===== src/rtl/cbl_pkg.sv =====
package cbl_pkg;
  localparam int DATA_W = 8;

  typedef struct packed {
    logic              m2;
    logic              a15;
    logic              rw;
    logic [DATA_W-1:0] data;
  } bus_sample_t;

  localparam int SAMPLE_W = $bits(bus_sample_t);
endpackage


===== src/rtl/cbl_sync.sv =====
module cbl_sync #(
  parameter int W      = 8,
  parameter int STAGES = 2
) (
  input  logic         clk,
  input  logic         rst,
  input  logic [W-1:0] d,
  output logic [W-1:0] q
);
  logic [STAGES-1:0][W-1:0] chain;

  genvar g;
  generate
    for (g = 0; g < STAGES; g++) begin : g_stage
      if (g == 0) begin : g_first
        always_ff @(posedge clk) begin
          if (rst) chain[0] <= '0;
          else     chain[0] <= d;
        end
      end else begin : g_next
        always_ff @(posedge clk) begin
          if (rst) chain[g] <= '0;
          else     chain[g] <= chain[g-1];
        end
      end
    end
  endgenerate

  assign q = chain[STAGES-1];
endmodule


===== src/rtl/cbl_edge_ctl.sv =====
module cbl_edge_ctl
  import cbl_pkg::*;
(
  input  logic              clk,
  input  logic              rst,
  input  bus_sample_t       smp,
  output logic              load,
  output logic [DATA_W-1:0] ld_data
);
  logic              sel_now;
  logic              sel_q;
  logic              rw_prev;
  logic [DATA_W-1:0] data_prev;

  // select as seen in the synchronized domain (active low)
  assign sel_now = ~(smp.m2 & smp.a15);

  always_ff @(posedge clk) begin
    if (rst) begin
      sel_q     <= 1'b1;
      rw_prev   <= 1'b1;
      data_prev <= '0;
    end else begin
      sel_q     <= sel_now;
      rw_prev   <= smp.rw;
      data_prev <= smp.data;
    end
  end

  // trailing edge of the phase: select returns high; qualified by a write
  assign load    = sel_now & ~sel_q & ~rw_prev;
  assign ld_data = data_prev;

  assert_load_after_phase_R3: assert property (@(posedge clk) disable iff (rst)
    load |-> (!smp.m2 && $past(smp.m2 && smp.a15)));

  assert_load_write_only_R4: assert property (@(posedge clk) disable iff (rst)
    load |-> !$past(smp.rw));
endmodule


===== src/rtl/cbl_bank_reg.sv =====
module cbl_bank_reg
  import cbl_pkg::*;
#(
  parameter int BANK_W = 4
) (
  input  logic              clk,
  input  logic              rst,
  input  logic              load,
  input  logic [DATA_W-1:0] ld_data,
  output logic [BANK_W-1:0] bank
);
  always_ff @(posedge clk) begin
    if (rst)       bank <= '0;
    else if (load) bank <= ld_data[BANK_W-1:0];
  end

  generate
    if (BANK_W < DATA_W) begin : g_drop_hi
      logic unused_hi;
      assign unused_hi = ^ld_data[DATA_W-1:BANK_W];
    end
  endgenerate

  assert_load_value_R2: assert property (@(posedge clk) disable iff (rst)
    load |=> (bank == $past(ld_data[BANK_W-1:0])));

  assert_hold_no_load_R5: assert property (@(posedge clk) disable iff (rst)
    !load |=> $stable(bank));
endmodule


===== src/rtl/cart_bank_latch.sv =====
module cart_bank_latch
  import cbl_pkg::*;
#(
  parameter int BANK_W      = 4,
  parameter int SYNC_STAGES = 2
) (
  input  logic              clk,
  input  logic              rst,
  input  logic              phase_clk,
  input  logic              addr_hi,
  input  logic              rd_wr_n,
  input  logic [DATA_W-1:0] data_bus,
  output logic              rom_sel_n,
  output logic [BANK_W-1:0] bank
);
  bus_sample_t       raw;
  bus_sample_t       smp;
  logic [SAMPLE_W-1:0] smp_vec;
  logic              load;
  logic [DATA_W-1:0] ld_data;

  // glue decode straight from the pins; the bus needs it within the phase
  assign rom_sel_n = ~(addr_hi & phase_clk);

  assign raw.m2   = phase_clk;
  assign raw.a15  = addr_hi;
  assign raw.rw   = rd_wr_n;
  assign raw.data = data_bus;

  cbl_sync #(.W(SAMPLE_W), .STAGES(SYNC_STAGES)) u_sync (
    .clk (clk),
    .rst (rst),
    .d   (raw),
    .q   (smp_vec)
  );

  assign smp = bus_sample_t'(smp_vec);

  cbl_edge_ctl u_ctl (
    .clk     (clk),
    .rst     (rst),
    .smp     (smp),
    .load    (load),
    .ld_data (ld_data)
  );

  cbl_bank_reg #(.BANK_W(BANK_W)) u_bank (
    .clk     (clk),
    .rst     (rst),
    .load    (load),
    .ld_data (ld_data),
    .bank    (bank)
  );

  always_comb begin
    assert_param_width_R6: assert (BANK_W >= 1 && BANK_W <= DATA_W);
  end
endmodule


===== config.mk =====
export PLATFORM = sky130hd
export DESIGN_NAME = cart_bank_latch
export DESIGN_NICKNAME = d
export VERILOG_FILES = /design/src/rtl/cbl_pkg.sv /design/src/rtl/cbl_sync.sv /design/src/rtl/cbl_edge_ctl.sv /design/src/rtl/cbl_bank_reg.sv /design/src/rtl/cart_bank_latch.sv
export SDC_FILE = /design/constraint.sdc
export NUM_CORES = 1
export LEC_CHECK = 0
export ABC_AREA = 1
export CAP_MARGIN = 10
export CORE_MARGIN = 2
export CORE_UTILIZATION = 30
export DETAILED_ROUTE_END_ITERATION = 16
export DONT_BUFFER_PORTS = 1
export PLACE_DENSITY = 0.55
export REMOVE_ABC_BUFFERS = 1
export SLEW_MARGIN = 10
export SYNTH_ARGS = -nofsm -noshare
export SYNTH_HDL_FRONTEND = slang
export SYNTH_HIERARCHICAL = 1
export SYNTH_SLANG_ARGS = --single-unit
export TNS_END_PERCENT = 20

===== constraint.sdc =====
create_clock -name clk -period 2.1 [get_ports clk]
set_clock_uncertainty 0.1 [all_clocks]
set_input_delay 0.42 -clock clk [delete_from_list [all_inputs] [get_ports clk]]
set_output_delay 0.42 -clock clk [all_outputs]
set_load 0.01 [all_outputs]

* Yosys cells after proc, flatten, opt, wreduce, memory -nomap -nowiden
Cells that the tools add are included.
Word-level totals: bits in registers 32, output and inout bits 5, word-level logic and storage cells 14
Cells by class: bitwise logic cells 8
Operators with widths (count):
- $and A1 B1 Y1 | 4
- $not A1 Y1 | 4

* Logic depth before layout (Yosys ltp)
depth in word-level cells 4, gate-level depth with buffers 8, depth with buffers taken out 6

* By module
The synthesis kept the hierarchy.
Modules (own cells, without submodules):
- cbl_sync | times used 1, cells each 79, area an instance 710.7 um2, seq. area each 440.4 um2
- cbl_edge_ctl | times used 1, cells each 33, area an instance 300.3 um2, seq. area each 200.2 um2
- cbl_bank_reg | times used 1, cells each 26, area an instance 172.7 um2, seq. area each 80.1 um2
- cart_bank_latch | times used 1, cells each 1, area an instance 3.8 um2, seq. area each 0.0 um2

* Least setup slack after synthesis
OpenSTA, ideal clock, no wires.
path kind in2out, from in addr_hi, to out rom_sel_n, data arrival time 0.507 ns, required time 1.580 ns, setup slack 1.073 ns, stages on the path 1, buffers on the path 0, path through nand2_1
On the way: cells in the longest elaborated chain, start to end 2
Ends and longest elaborated chain:
- from (decl) | line cart_bank_latch.sv:10 | input logic addr_hi,
- $and A1 B1 Y1 | line cart_bank_latch.sv:23 | assign rom_sel_n = ~(addr_hi & phase_clk);
- $not A1 Y1 | line cart_bank_latch.sv:23
- to (decl) | line cart_bank_latch.sv:13 | output logic rom_sel_n,
Every way passes these cells.

* Final worst setup path
from reg u_bank.bank[3], to out bank[3]
RTL lines:
- from (decl) | line cbl_bank_reg.sv:10 | output logic [BANK_W-1:0] bank
- from (signal assigned) | line cbl_bank_reg.sv:14 | else if (load) bank <= ld_data[BANK_W-1:0];
- to (decl) | line cart_bank_latch.sv:14 | output logic [BANK_W-1:0] bank
No word-level cell between the ends.

==> impl_metrics.prom <==
# TYPE chip_impl_metric gauge
chip_impl_metric{name="ios",unit=""} 18
chip_impl_metric{name="critical_path_required",unit="ps"} 1580
chip_impl_metric{name="final_antenna_net_count",unit=""} 0
chip_impl_metric{name="slew-limit-headroom",unit="%"} 86.1
chip_impl_metric{name="cts_num_sinks",unit=""} 24
chip_impl_metric{name="post_synth_instance_area",unit="um2"} 827
chip_impl_metric{name="insertedDiodeCount",unit=""} 0
chip_impl_info{name="holdCritPathClass",value="in -> reg"} 1
chip_impl_metric{name="number_of_global_route_vias_before_repair",unit=""} 441
chip_impl_metric{name="globalRoute.totalOverflow",unit=""} 0
chip_impl_metric{name="drtIter0Drc",unit=""} 3
chip_impl_info{name="grt_setup_unrepaired",value="no"} 1
chip_impl_metric{name="finalHoldViolations",unit=""} 0
chip_impl_metric{name="start_util",unit="%"} 30.8
chip_impl_metric{name="globalplace.congestion",unit=""} 0.606
chip_impl_metric{name="synth.avg_cell_area",unit="um2"} 8.35
chip_impl_metric{name="slew_viol_final",unit=""} 0
chip_impl_metric{name="postCtsHoldBufs",unit=""} 0
chip_impl_metric{name="largest_net_degree_at_the_start_of_global_routing",unit=""} 22
chip_impl_metric{name="setup-violations-final",unit=""} 0
chip_impl_metric{name="drt_first_pass_iters",unit=""} 3
chip_impl_metric{name="netlist_instances",unit=""} 99
chip_impl_metric{name="drive_above_1_share",unit="%"} 6.52
chip_impl_metric{name="remaining_drc_errors",unit=""} 0
chip_impl_metric{name="antenna_found_initial",unit=""} 0
chip_impl_metric{name="synth_warnings",unit=""} 6
chip_impl_metric{name="cts.path.max_buffers",unit=""} 2
chip_impl_info{name="crit_path_end_kind",value="output port"} 1
chip_impl_metric{name="wl_per_cell",unit="um"} 7.05
chip_impl_metric{name="global_route.usage.total",unit="%"} 6.55
chip_impl_metric{name="port_buffers",unit=""} 0
chip_impl_metric{name="postCtsResizedCells",unit=""} 0
chip_impl_metric{name="wl",unit="um"} 867
chip_impl_metric{name="total_die_area",unit="um2"} 3190
chip_impl_metric{name="dieWidth",unit="um"} 56.5
chip_impl_info{name="tritoncts",value="yes"} 1
chip_impl_metric{name="via_count",unit=""} 449
chip_impl_info{name="outcome",value="finished clean"} 1
chip_impl_metric{name="max_freq",unit="MHz"} 805
chip_impl_metric{name="cts_setup_buffers",unit=""} 0
chip_impl_metric{name="cts_inserted_buffers",unit=""} 3
chip_impl_metric{name="leakage",unit="nW"} 0.376
chip_impl_metric{name="final_net_count",unit=""} 106
chip_impl_metric{name="worst_case_vdd_ir_drop",unit="mV"} 0.374
chip_impl_metric{name="viasPerCell",unit=""} 3.65
chip_impl_metric{name="maxCapViolCount",unit=""} 0
chip_impl_metric{name="area_growth",unit="%"} -0.756
chip_impl_metric{name="worstSkewPairLatency",unit="ps"} 310
chip_impl_metric{name="tightestPinTransition",unit="ps"} 209
chip_impl_info{name="timing_worst_setup_path_type",value="reg -> out"} 1
chip_impl_metric{name="cp_max_fo",unit=""} 2
chip_impl_metric{name="power.density",unit="nW/um2"} 1000
chip_impl_metric{name="fin_setup_tns",unit="ps"} 0
chip_impl_metric{name="area_inside_the_core_boundary",unit="um2"} 2690
chip_impl_info{name="cp-start-kind",value="flop"} 1
chip_impl_metric{name="place_hpwl",unit="um"} 592
chip_impl_info{name="clk_root_buf",value="sky130_fd_sc_hd__clkbuf_4"} 1
chip_impl_metric{name="cts.clk_slew.worst_paths",unit="ps"} 130
chip_impl_metric{name="worst_hold_slack",unit="ps"} 50.2
chip_impl_metric{name="h-tree-depth",unit=""} 1
chip_impl_metric{name="cp.arrival",unit="ps"} 720
chip_impl_metric{name="num_rows",unit=""} 19
chip_impl_metric{name="grt_first_pass_wirelength",unit="um"} 1550
chip_impl_metric{name="finalWorstPathRequiredPeriod",unit="ps"} 1240
chip_impl_metric{name="post-route-period-util",unit="%"} 59.2
chip_impl_metric{name="dieHeight",unit="um"} 56.5
-- layout make-up --
| class | instances | area, um2 |
|---|---|---|
| tap | 31 | 38.8 |
| clock buffer | 3 | 22.5 |
| multi-input combinational | 40 | 159 |
| fill | 294 | 1870 |
| clock inverter | 1 | 30.0 |
| sequential | 24 | 480 |
| inverter | 24 | 90.1 |
-- routing by layer --
layer / vias to the layer above / track usage [%] / wire length [um]
li1: 249 / - / -
met1: 182 / 5.79 / 400
met2: 16 / 10.8 / 371
met3: 2 / 3.69 / 77
met4: 0 / 5.10 / 17
met5: - / 0 / 0
-- path summary, 6_finish.rpt --
path	depth (start not counted)	slack [ps]	end	start
worst max-delay path	0	860	bank[3]	u_bank/bank[3]
worst min-delay path	1	50	u_sync/chain[9]	rst
worst max register to register	6	1090	u_bank/bank[1]	u_ctl/rw_prev
worst min register to register	2	310	u_sync/q[0]	u_sync/chain[0]
-- worst reg2reg max path, delay by kind of cell (launching register included) --
kind                   cells  cell delay [ps]
buffers and inverters      1              170
DFF                        1              320
and+or+nand+nor            5              320
-- report_power, final --
| part | internal (W) | switching [W] |
|---|---|---|
| clock network | 0.000193 | 0.000134 |
| registers | 0.000471 | 0.00000416 |
| logic | 0.00000866 | 0.0000106 |
-- flip-flops by register name (all words and copies together) (netlist names) --
name / count
u_sync/chain: 7
u_ctl/ld_data: 4
u_ctl/sel_q: 1
u_sync/q: 7
u_ctl/rw_prev: 1
u_bank/bank: 4
-- layout by cell type (no fill, tap or decap) --
cell type / count
sky130_fd_sc_hd__clkbuf_4: 3
sky130_fd_sc_hd__nor2_1: 26
sky130_fd_sc_hd__or2_1: 1
sky130_fd_sc_hd__nor2_2: 1
sky130_fd_sc_hd__bufinv_16: 1
sky130_fd_sc_hd__inv_2: 1
sky130_fd_sc_hd__dfxtp_1: 24
sky130_fd_sc_hd__nand2_1: 11
sky130_fd_sc_hd__inv_1: 23
sky130_fd_sc_hd__nand3b_1: 1
-- through the flow --
step	util [%]	total power [W]	setup WS (ps)	cells	area, um2
after floorplan	-	0.000502	1070	88	729
after global placement	28.6	0.000504	1060	119	768
after detailed placement	28.6	0.000505	1070	119	768
after CTS	30.6	0.000829	843	123	821
after global routing	30.6	0.000853	807	123	821
final	30.6	0.000822	857	123	821
Power figures use the tool's default switching activity.
